## src/rtl/pwc_pkg.sv

```systemverilog
package pwc_pkg;

  typedef enum logic {
    MODE_TDM  = 1'b0,
    MODE_DIFF = 1'b1
  } gate_mode_e;

  // Base direction: reference ramps count against the term sign.
  function automatic logic base_dir(input logic up_i, input logic ref_i);
    return up_i ^ ref_i;
  endfunction

  // Differential inversion: the neighbour pulse outlasts the own pulse.
  function automatic logic diff_flip(input logic own_i, input logic other_i);
    return (!own_i) && other_i;
  endfunction

endpackage

```

## src/rtl/pwc_pulse_former.sv

```systemverilog
module pwc_pulse_former (
  input  logic ramp_en,
  input  logic comp_out,
  output logic pulse
);
  // Comparator is meaningful only while the ramp runs.
  assign pulse = ramp_en & comp_out;
endmodule

```

## src/rtl/pwc_gate_logic.sv

```systemverilog
module pwc_gate_logic #(
  parameter int NBR  = 4,
  parameter int SELW = $clog2(NBR + 1)
) (
  input  logic            own_pulse,
  input  logic [NBR-1:0]  nbr_pulse,
  input  logic [SELW-1:0] nbr_sel,
  input  logic            diff_mode,
  input  logic            up,
  input  logic            ref_phase,
  output logic            sel_pulse,
  output logic            gate,
  output logic            dir
);
  import pwc_pkg::*;

  localparam int NSRC = NBR + 1;

  logic [NSRC-1:0] src;
  logic [NSRC-1:0] hit;
  gate_mode_e      mode;

  assign src  = {nbr_pulse, own_pulse};
  assign mode = gate_mode_e'(diff_mode);

  // One-hot match per source; codes above NBR match nothing.
  for (genvar k = 0; k < NSRC; k++) begin : g_src
    assign hit[k] = (nbr_sel == SELW'(k)) & src[k];
  end

  assign sel_pulse = |hit;

  always_comb begin
    if (mode == MODE_DIFF) begin
      gate = own_pulse ^ sel_pulse;
      dir  = base_dir(up, ref_phase) ^ diff_flip(own_pulse, sel_pulse);
    end else begin
      gate = sel_pulse;
      dir  = base_dir(up, ref_phase);
    end
  end
endmodule

```

## src/rtl/pwc_sat_counter.sv

```systemverilog
module pwc_sat_counter #(
  parameter int CNT_W = 8
) (
  input  logic             clk,
  input  logic             clr,
  input  logic             step_en,
  input  logic             step_up,
  output logic [CNT_W-1:0] count,
  output logic             ovf
);
  localparam logic [CNT_W-1:0] CMAX = {1'b0, {(CNT_W-1){1'b1}}};
  localparam logic [CNT_W-1:0] CMIN = {1'b1, {(CNT_W-1){1'b0}}};

  // Returns {blocked_by_limit, next_value}.
  function automatic logic [CNT_W:0] sat_step(input logic [CNT_W-1:0] cur,
                                             input logic go_up);
    logic             blocked;
    logic [CNT_W-1:0] nxt;
    if (go_up) begin
      blocked = (cur == CMAX);
      nxt     = blocked ? cur : cur + CNT_W'(1);
    end else begin
      blocked = (cur == CMIN);
      nxt     = blocked ? cur : cur - CNT_W'(1);
    end
    return {blocked, nxt};
  endfunction

  logic [CNT_W-1:0] count_q;
  logic             ovf_q;
  logic [CNT_W-1:0] nxt_val;
  logic             sat_hit;

  always_comb {sat_hit, nxt_val} = sat_step(count_q, step_up);

  always_ff @(posedge clk) begin
    if (clr) begin
      count_q <= '0;
      ovf_q   <= 1'b0;
    end else if (step_en) begin
      count_q <= nxt_val;
      if (sat_hit) ovf_q <= 1'b1;
    end
  end

  assign count = count_q;
  assign ovf   = ovf_q;

  AST_HOLD_NO_STEP: assert property (@(posedge clk) disable iff (clr)
    !step_en |=> $stable(count_q));
  AST_STEP_UP: assert property (@(posedge clk) disable iff (clr)
    (step_en && step_up && count_q != CMAX) |=> count_q == $past(count_q) + CNT_W'(1));
  AST_STEP_DOWN: assert property (@(posedge clk) disable iff (clr)
    (step_en && !step_up && count_q != CMIN) |=> count_q == $past(count_q) - CNT_W'(1));
  AST_SAT_HIGH: assert property (@(posedge clk) disable iff (clr)
    (step_en && step_up && count_q == CMAX) |=> (count_q == CMAX && ovf_q));
  AST_SAT_LOW: assert property (@(posedge clk) disable iff (clr)
    (step_en && !step_up && count_q == CMIN) |=> (count_q == CMIN && ovf_q));
  AST_OVF_STICKY: assert property (@(posedge clk) disable iff (clr)
    ovf_q |=> ovf_q);
endmodule

```

## src/rtl/pwc_cell_counter.sv

```systemverilog
module pwc_cell_counter #(
  parameter int CNT_W = 8,
  parameter int NBR   = 4,
  parameter int SELW  = $clog2(NBR + 1)
) (
  input  logic             clk,
  input  logic             clr,
  input  logic             ramp_en,
  input  logic             comp_out,
  input  logic [NBR-1:0]   nbr_pulse,
  input  logic [SELW-1:0]  nbr_sel,
  input  logic             diff_mode,
  input  logic             up,
  input  logic             ref_phase,
  output logic [CNT_W-1:0] count,
  output logic             ovf
);
  // Named internal events, visible to the assertions.
  logic own_pulse;
  logic sel_pulse;
  logic gate;
  logic dir;

  pwc_pulse_former u_pulse (
    .ramp_en  (ramp_en),
    .comp_out (comp_out),
    .pulse    (own_pulse)
  );

  pwc_gate_logic #(.NBR(NBR), .SELW(SELW)) u_gate (
    .own_pulse (own_pulse),
    .nbr_pulse (nbr_pulse),
    .nbr_sel   (nbr_sel),
    .diff_mode (diff_mode),
    .up        (up),
    .ref_phase (ref_phase),
    .sel_pulse (sel_pulse),
    .gate      (gate),
    .dir       (dir)
  );

  pwc_sat_counter #(.CNT_W(CNT_W)) u_cnt (
    .clk     (clk),
    .clr     (clr),
    .step_en (gate),
    .step_up (dir),
    .count   (count),
    .ovf     (ovf)
  );

  AST_NO_COUNT_WITHOUT_RAMP: assert property (@(posedge clk) disable iff (clr)
    (!ramp_en && nbr_sel == '0 && !diff_mode) |=> $stable(count));
  AST_DIFF_EQUAL_HOLD: assert property (@(posedge clk) disable iff (clr)
    (diff_mode && own_pulse == sel_pulse) |=> $stable(count));
  AST_SEL_STABLE: assert property (@(posedge clk) disable iff (clr)
    (ramp_en && $past(ramp_en)) |-> $stable(nbr_sel));
endmodule

```

## config.mk

```make
export PLATFORM = sky130hd
export DESIGN_NAME = pwc_cell_counter
export DESIGN_NICKNAME = d
export VERILOG_FILES = /design/src/rtl/pwc_pkg.sv /design/src/rtl/pwc_pulse_former.sv /design/src/rtl/pwc_gate_logic.sv /design/src/rtl/pwc_sat_counter.sv /design/src/rtl/pwc_cell_counter.sv
export SDC_FILE = /design/constraint.sdc
export NUM_CORES = 1
export LEC_CHECK = 0
export ABC_CLOCK_PERIOD_IN_PS = 3800
export BUFFER_PORTS_ARGS = -buffer_cell sky130_fd_sc_hd__buf_4
export CAP_MARGIN = 20
export CORE_MARGIN = 1
export CORE_UTILIZATION = 30
export CTS_CLUSTER_DIAMETER = 80
export DETAILED_ROUTE_END_ITERATION = 10
export MAX_ROUTING_LAYER = met4
export PLACE_DENSITY_LB_ADDON = 0.15
export SLEW_MARGIN = 20
export SYNTH_ARGS = -nofsm -noshare
export SYNTH_HDL_FRONTEND = slang
export SYNTH_HIERARCHICAL = 1
export SYNTH_SLANG_ARGS = --single-unit
```

## constraint.sdc

```tcl
create_clock -name clk -period 3.8 [get_ports clk]
set_input_delay 0.76 -clock clk [delete_from_list [all_inputs] [get_ports clk]]
set_output_delay 0.76 -clock clk [all_outputs]
set_load 0.02 [all_outputs]
```

* Word level (Yosys, flattened, before mapping) *
Cells that the tools add are included.

word-level totals
  register bits after elaboration = 9
  latch bits = 0
  RAM bits = 0
  memory bits (read-only) = 0
  bits of input ports = 14
  memories kept = 0

cells by class
  add/subtract/negate cells = 2
  multipliers = 0
  div/mod/pow operators = 0
  magnitude comparators = 0
  equality and inequality tests = 8
  shifts and indexed selects = 0
  muxes and demuxes = 6
  bitwise logic cells = 9
  reductions and logical operators = 6

operators with widths
  cell                                                  number
  2-to-1 mux 8 bit                                      3
  adder 8 x 1 -> 8 bit (second input constant)          1
  equality test 8 x 7 -> 1 bit (second input constant)  1
  equality test 8 bit (second input constant)           1
  subtractor 8 x 1 -> 8 bit (second input constant)     1
  bitwise AND 1 bit                                     6
  equality test 3 x 2 -> 1 bit (second input constant)  2
  OR reduction 5 bit                                    1
  inequality test 2 bit (second input constant)         2
  equality test 3 x 1 -> 1 bit (second input constant)  1
  equality test 3 bit (second input constant)           1
  logical NOT 3 bit                                     1
  2-to-1 mux 1 bit                                      3
  AND reduction 3 bit                                   1
  bitwise XOR 1 bit                                     3
  AND reduction 2 bit                                   1
  logical AND 1 bit                                     1
  logical NOT 1 bit                                     1

* Longest topological paths before layout *
  word-level depth = 8
  gate-level depth with buffers = 13

* Hierarchy *
Netlist, hierarchy kept.

by module, submodules not included
  module            times used  cells each  area each (µm²)  seq. area each (µm²)
  pwc_sat_counter   1           77          681.9            180.2
  pwc_gate_logic    1           14          111.4            0.0
  pwc_pulse_former  1           1           6.3              0.0

* Least setup slack after synthesis *
Ideal clock, no wire load.

  kind = input -> register
  from = in nbr_sel[0]
  to = reg u_cnt.count_q[7] (netlist: u_cnt/count[7])
  setup time = 0.121 ns
  data arrival time = 3.392 ns
  data required time = 3.679 ns
  path slack = 0.287 ns
  stages = 12
  path through = o32a_2 > o31ai_1 > ha_1 > nand2_1 > xnor2_1 > inv_1 > ha_1 > a211oi_2 > o21ai_1 > a311o_1 > a21oi_2 > mux2_4

on the way
  cells in the longest elaborated chain, start to end = 8

RTL lines
  what                                                  RTL line                text
  start: declaration                                    pwc_cell_counter.sv:11  input logic [SELW-1:0] nbr_sel,
  equality test 3 x 1 -> 1 bit (tied with other cells)  pwc_gate_logic.sv:28    assign hit[k] = (nbr_sel == SELW'(k)) & src[k];
  bitwise AND 1 bit                                     pwc_gate_logic.sv:28
  OR reduction 5 bit *                                  pwc_gate_logic.sv:31    assign sel_pulse = |hit;
  via sel_pulse                                         pwc_cell_counter.sv:20  logic sel_pulse;
  logical AND 1 bit *                                   pwc_pkg.sv:15           return (!own_i) && other_i;
  bitwise XOR 1 bit *                                   pwc_gate_logic.sv:36    dir = base_dir(up, ref_phase) ^ diff_flip(own_pulse, sel_pulse);
  2-to-1 mux 1 bit *                                    pwc_gate_logic.sv:34    if (mode == MODE_DIFF) begin
  via dir                                               pwc_cell_counter.sv:22  logic dir;
  inequality test 2 bit (no line)                       n/a
  AND reduction 3 bit (no line)                         n/a
  end signal: assignment                                pwc_sat_counter.sv:41   count_q <= nxt_val;
  end: declaration                                      pwc_sat_counter.sv:29   logic [CNT_W-1:0] count_q;

The timed path passes the listed nets; every way through them passes the cells marked *.
A chain may end at the register's enable or synchronous reset.

* Final worst setup path *
Same ends and word-level chain as after synthesis.

==> impl_metrics.ini <==
[run_status]
run_status = complete, no violations

[synth]
synth.most_common_cell = nor2_1
synth-main-ff-cell = dfxtp_1
synthCells = 92
syn_area_um2 = 799.5
ys_async_sr_fraction_pct = 0
synth_enable_flop_cells = 0
ys_seq_elements = 9
avgSynthCellArea_um2 = 8.690
ys_seq_area_share_pct = 22.54
synth.area.top_cells = dfxtp_1 23%, ha_1 11%, mux2i_1 7.5%, nor2_1 5.2%, a21oi_1 4.4%
synth_top_area_cell = dfxtp_1
yosys.area.top_type_share_pct = 22.54
synth_common_cells = 11 x nor2_1, 9 x dfxtp_1, 7 x a21oi_1, 7 x ha_1, 7 x nand2_1
yosysWarnings = 6
synth_cell_types = 36
synth_fp_nets = 114

[worst_setup_path]
crit_chain = buf_4 -> o32a_2 -> o31ai_1 -> ha_1 -> nand2_1 -> xnor2_1 -> inv_1 -> ha_1 -> a211oi_2 -> o21ai_1 -> a311o_1 -> a21oi_2 -> mux2_4
crit_type = in -> reg
start_kind = primary input
required_ps = 3950
cp.buffers_inverters = 2
cp_common_cell = ha_1
critPathTopFamily = compound AO/OA/AOI/OAI gates
crit_path_max_fanout = 8
worst-endpoint-arrival_ps = 3620
end_kind = flop
cpPeakStageDelay_ps = 400
cpMaxStageDelayCell = o32a_2

[timing]
tns_ps = 0
min_period_ps = 3469
relSlewSlack_pct = 57.94
fin_skew_ps = 11.86
tightest_slew_ps = 629.4
hold-worst-slack_ps = 488.3
final_max_slew_viol_count = 0
hold_violations = 0
rsz0062_at_grt = false
post-route-period-util_pct = 91.28
setup_viol_count_final = 0
fmax_mhz = 288.3

[placement]
routabilityCongestion = 0.8138
placed_cell_area_um2 = 1006
post-dp-hpwl_mm = 1.415
io_buffers = 22

[power_and_ir_drop]
peakVddDrop_mv = 0.2460
swShare_pct = 43.91
p_seq_share_pct = 28.0
net-switching-power_mw = 0.2447
p_comb_share_pct = 58.3
intPower_mw = 0.3126
p_leak_nw = 0.5017
finalPower_mw = 0.5572
power_density_nw_per_um2 = 539.8
clkPwrFrac_pct = 13.7

[floorplanning]
initial_core_util_pct = 31.98
dieArea_um2 = 2876
pin_count = 23
die_w_um = 53.63
core_area_um2 = 2500
die_h_um = 53.63
rows = 18

[clocking]
cts_resized = 0
post_cts_buffers = 0
clk_latency_ps = 270
clock-sinks = 9
cts_root_buffer = clkbuf_4
holdBufCountCts = 0
cts_tree = done
htree_levels = 1
cts_buffers = 3
clk_pin_slew_ps = 60
cts_buffer_depth = 2

[global_route]
antenna_found_initial = 0
grt_max_degree = 11
grt_usage_pct = 15.20
met1_usage_pct = 17.28
grt_pass1_wl_mm = 3.022
grtUsageMet2_pct = 25.21
grt-ovfl-total = 0
grt_pass1_vias = 730
met3_usage_pct = 3.672
top_usage_layer = met2

[layout]
utilization_pct = 41.29
multiInputGateArea_um2 = 596.8
drive_gt1_share_pct = 29.66
fin_area_um2 = 1032
fin_nets = 141
diodes = 0
nFillCells = 252
seq_area_um2 = 180.2
area_growth_pct = 29.11

[route]
drc_errors = 0
via_count = 777
ant_nets = 0
drt_first_pass_iters = 4
wl_mm = 1.806
routed_via_density = 5.250
drtIter0Drc = 18
avgRoutedWirePerCell_um = 12.20

[job]
drv_cap = 0

[hold_path]
min-delay-path-class = reg -> reg
## worst paths after layout
kind / start / endpoint / slack, ps / cells after the start
setup / recovery: nbr_sel[0] / u_cnt/count[7] / 330 / 13
hold / removal: u_cnt/ovf / u_cnt/ovf / 490 / 2
setup reg to reg: u_cnt/count[0] / u_cnt/count[6] / 1680 / 6
hold reg to reg: u_cnt/ovf / u_cnt/ovf / 490 / 2
## sequential cells by signal, summed over array words and instances (netlist names)
| register | count |
|---|---|
| u_cnt/count | 8 |
| u_cnt/ovf | 1 |
## worst register-to-register path, stage by stage (launching register included)
cell	delay, ps
dfxtp_1	410
fa_1	510
a211oi_1	250
nor2_1	110
or4_1	400
a41o_2	220
a21oi_1	130
## metrics by stage
stage	instances	setup slack [ps]
after detailed placement	144	80.57
after global placement	144	76.31
after CTS	148	340.4
after floorplan	92	287.1
final	148	331.4
after global routing	148	180.8
## kinds of logic (layout without fill, tap and decap cells)
kind of cell / Yosys count / after routing / share of synthesized area [%]
DFF: 9 / 9 / 22.53
AOI/OAI and AO/OA: 26 / 26 / 26.76
xor gates and xnor gates: 6 / 6 / 6.573
buffers and inverters: 6 / 32 / 2.817
and+or+nand+nor: 30 / 30 / 18.47
muxes: 7 / 7 / 9.389
adders and majority gates: 8 / 8 / 13.46
## placed cells by master (no fill, tap or decap), types with 2 or more instances in the layout
cell type / synthesis / final
inv_1: 5 / 5
nand2_1: 7 / 7
buf_4: 0 / 23
ha_1: 7 / 7
mux2i_1: 6 / 6
xor2_1: 4 / 4
clkbuf_4: 0 / 3
nor2_1: 11 / 11
o31ai_1: 2 / 2
dfxtp_1: 9 / 9
nor3_1: 3 / 3
nand3_1: 3 / 3
a21oi_1: 7 / 7
o211ai_1: 2 / 2
a211oi_1: 2 / 2
xnor2_1: 2 / 2
## area by class of cell
class | instances | share of cell area, %
clock buffer | 4 | 2.545
sequential | 9 | 17.45
inverter | 5 | 1.818
multi-input combinational | 77 | 57.82
timing repair buffer | 23 | 16.73
tap | 30 | 3.636
## per-layer routing
layer | up-vias | wire length, µm
li1 | 400 | -
met1 | 354 | 880
met2 | 19 | 786
met3 | 4 | 101
met4 | 0 | 38
met5 | - | 0
## power groups by stage
stage | Combinational (mW) | Clock, mW | Sequential (mW)
2_1_floorplan | 0.213 | 0 | 0.177
3_3_place_gp | 0.323 | 0 | 0.159
3_5_place_dp | 0.323 | 0 | 0.159
4_1_cts | 0.325 | 0.0772 | 0.157
5_1_grt | 0.366 | 0.0823 | 0.163
6_report | 0.325 | 0.0765 | 0.156
(Power assumes the default switching activity.)
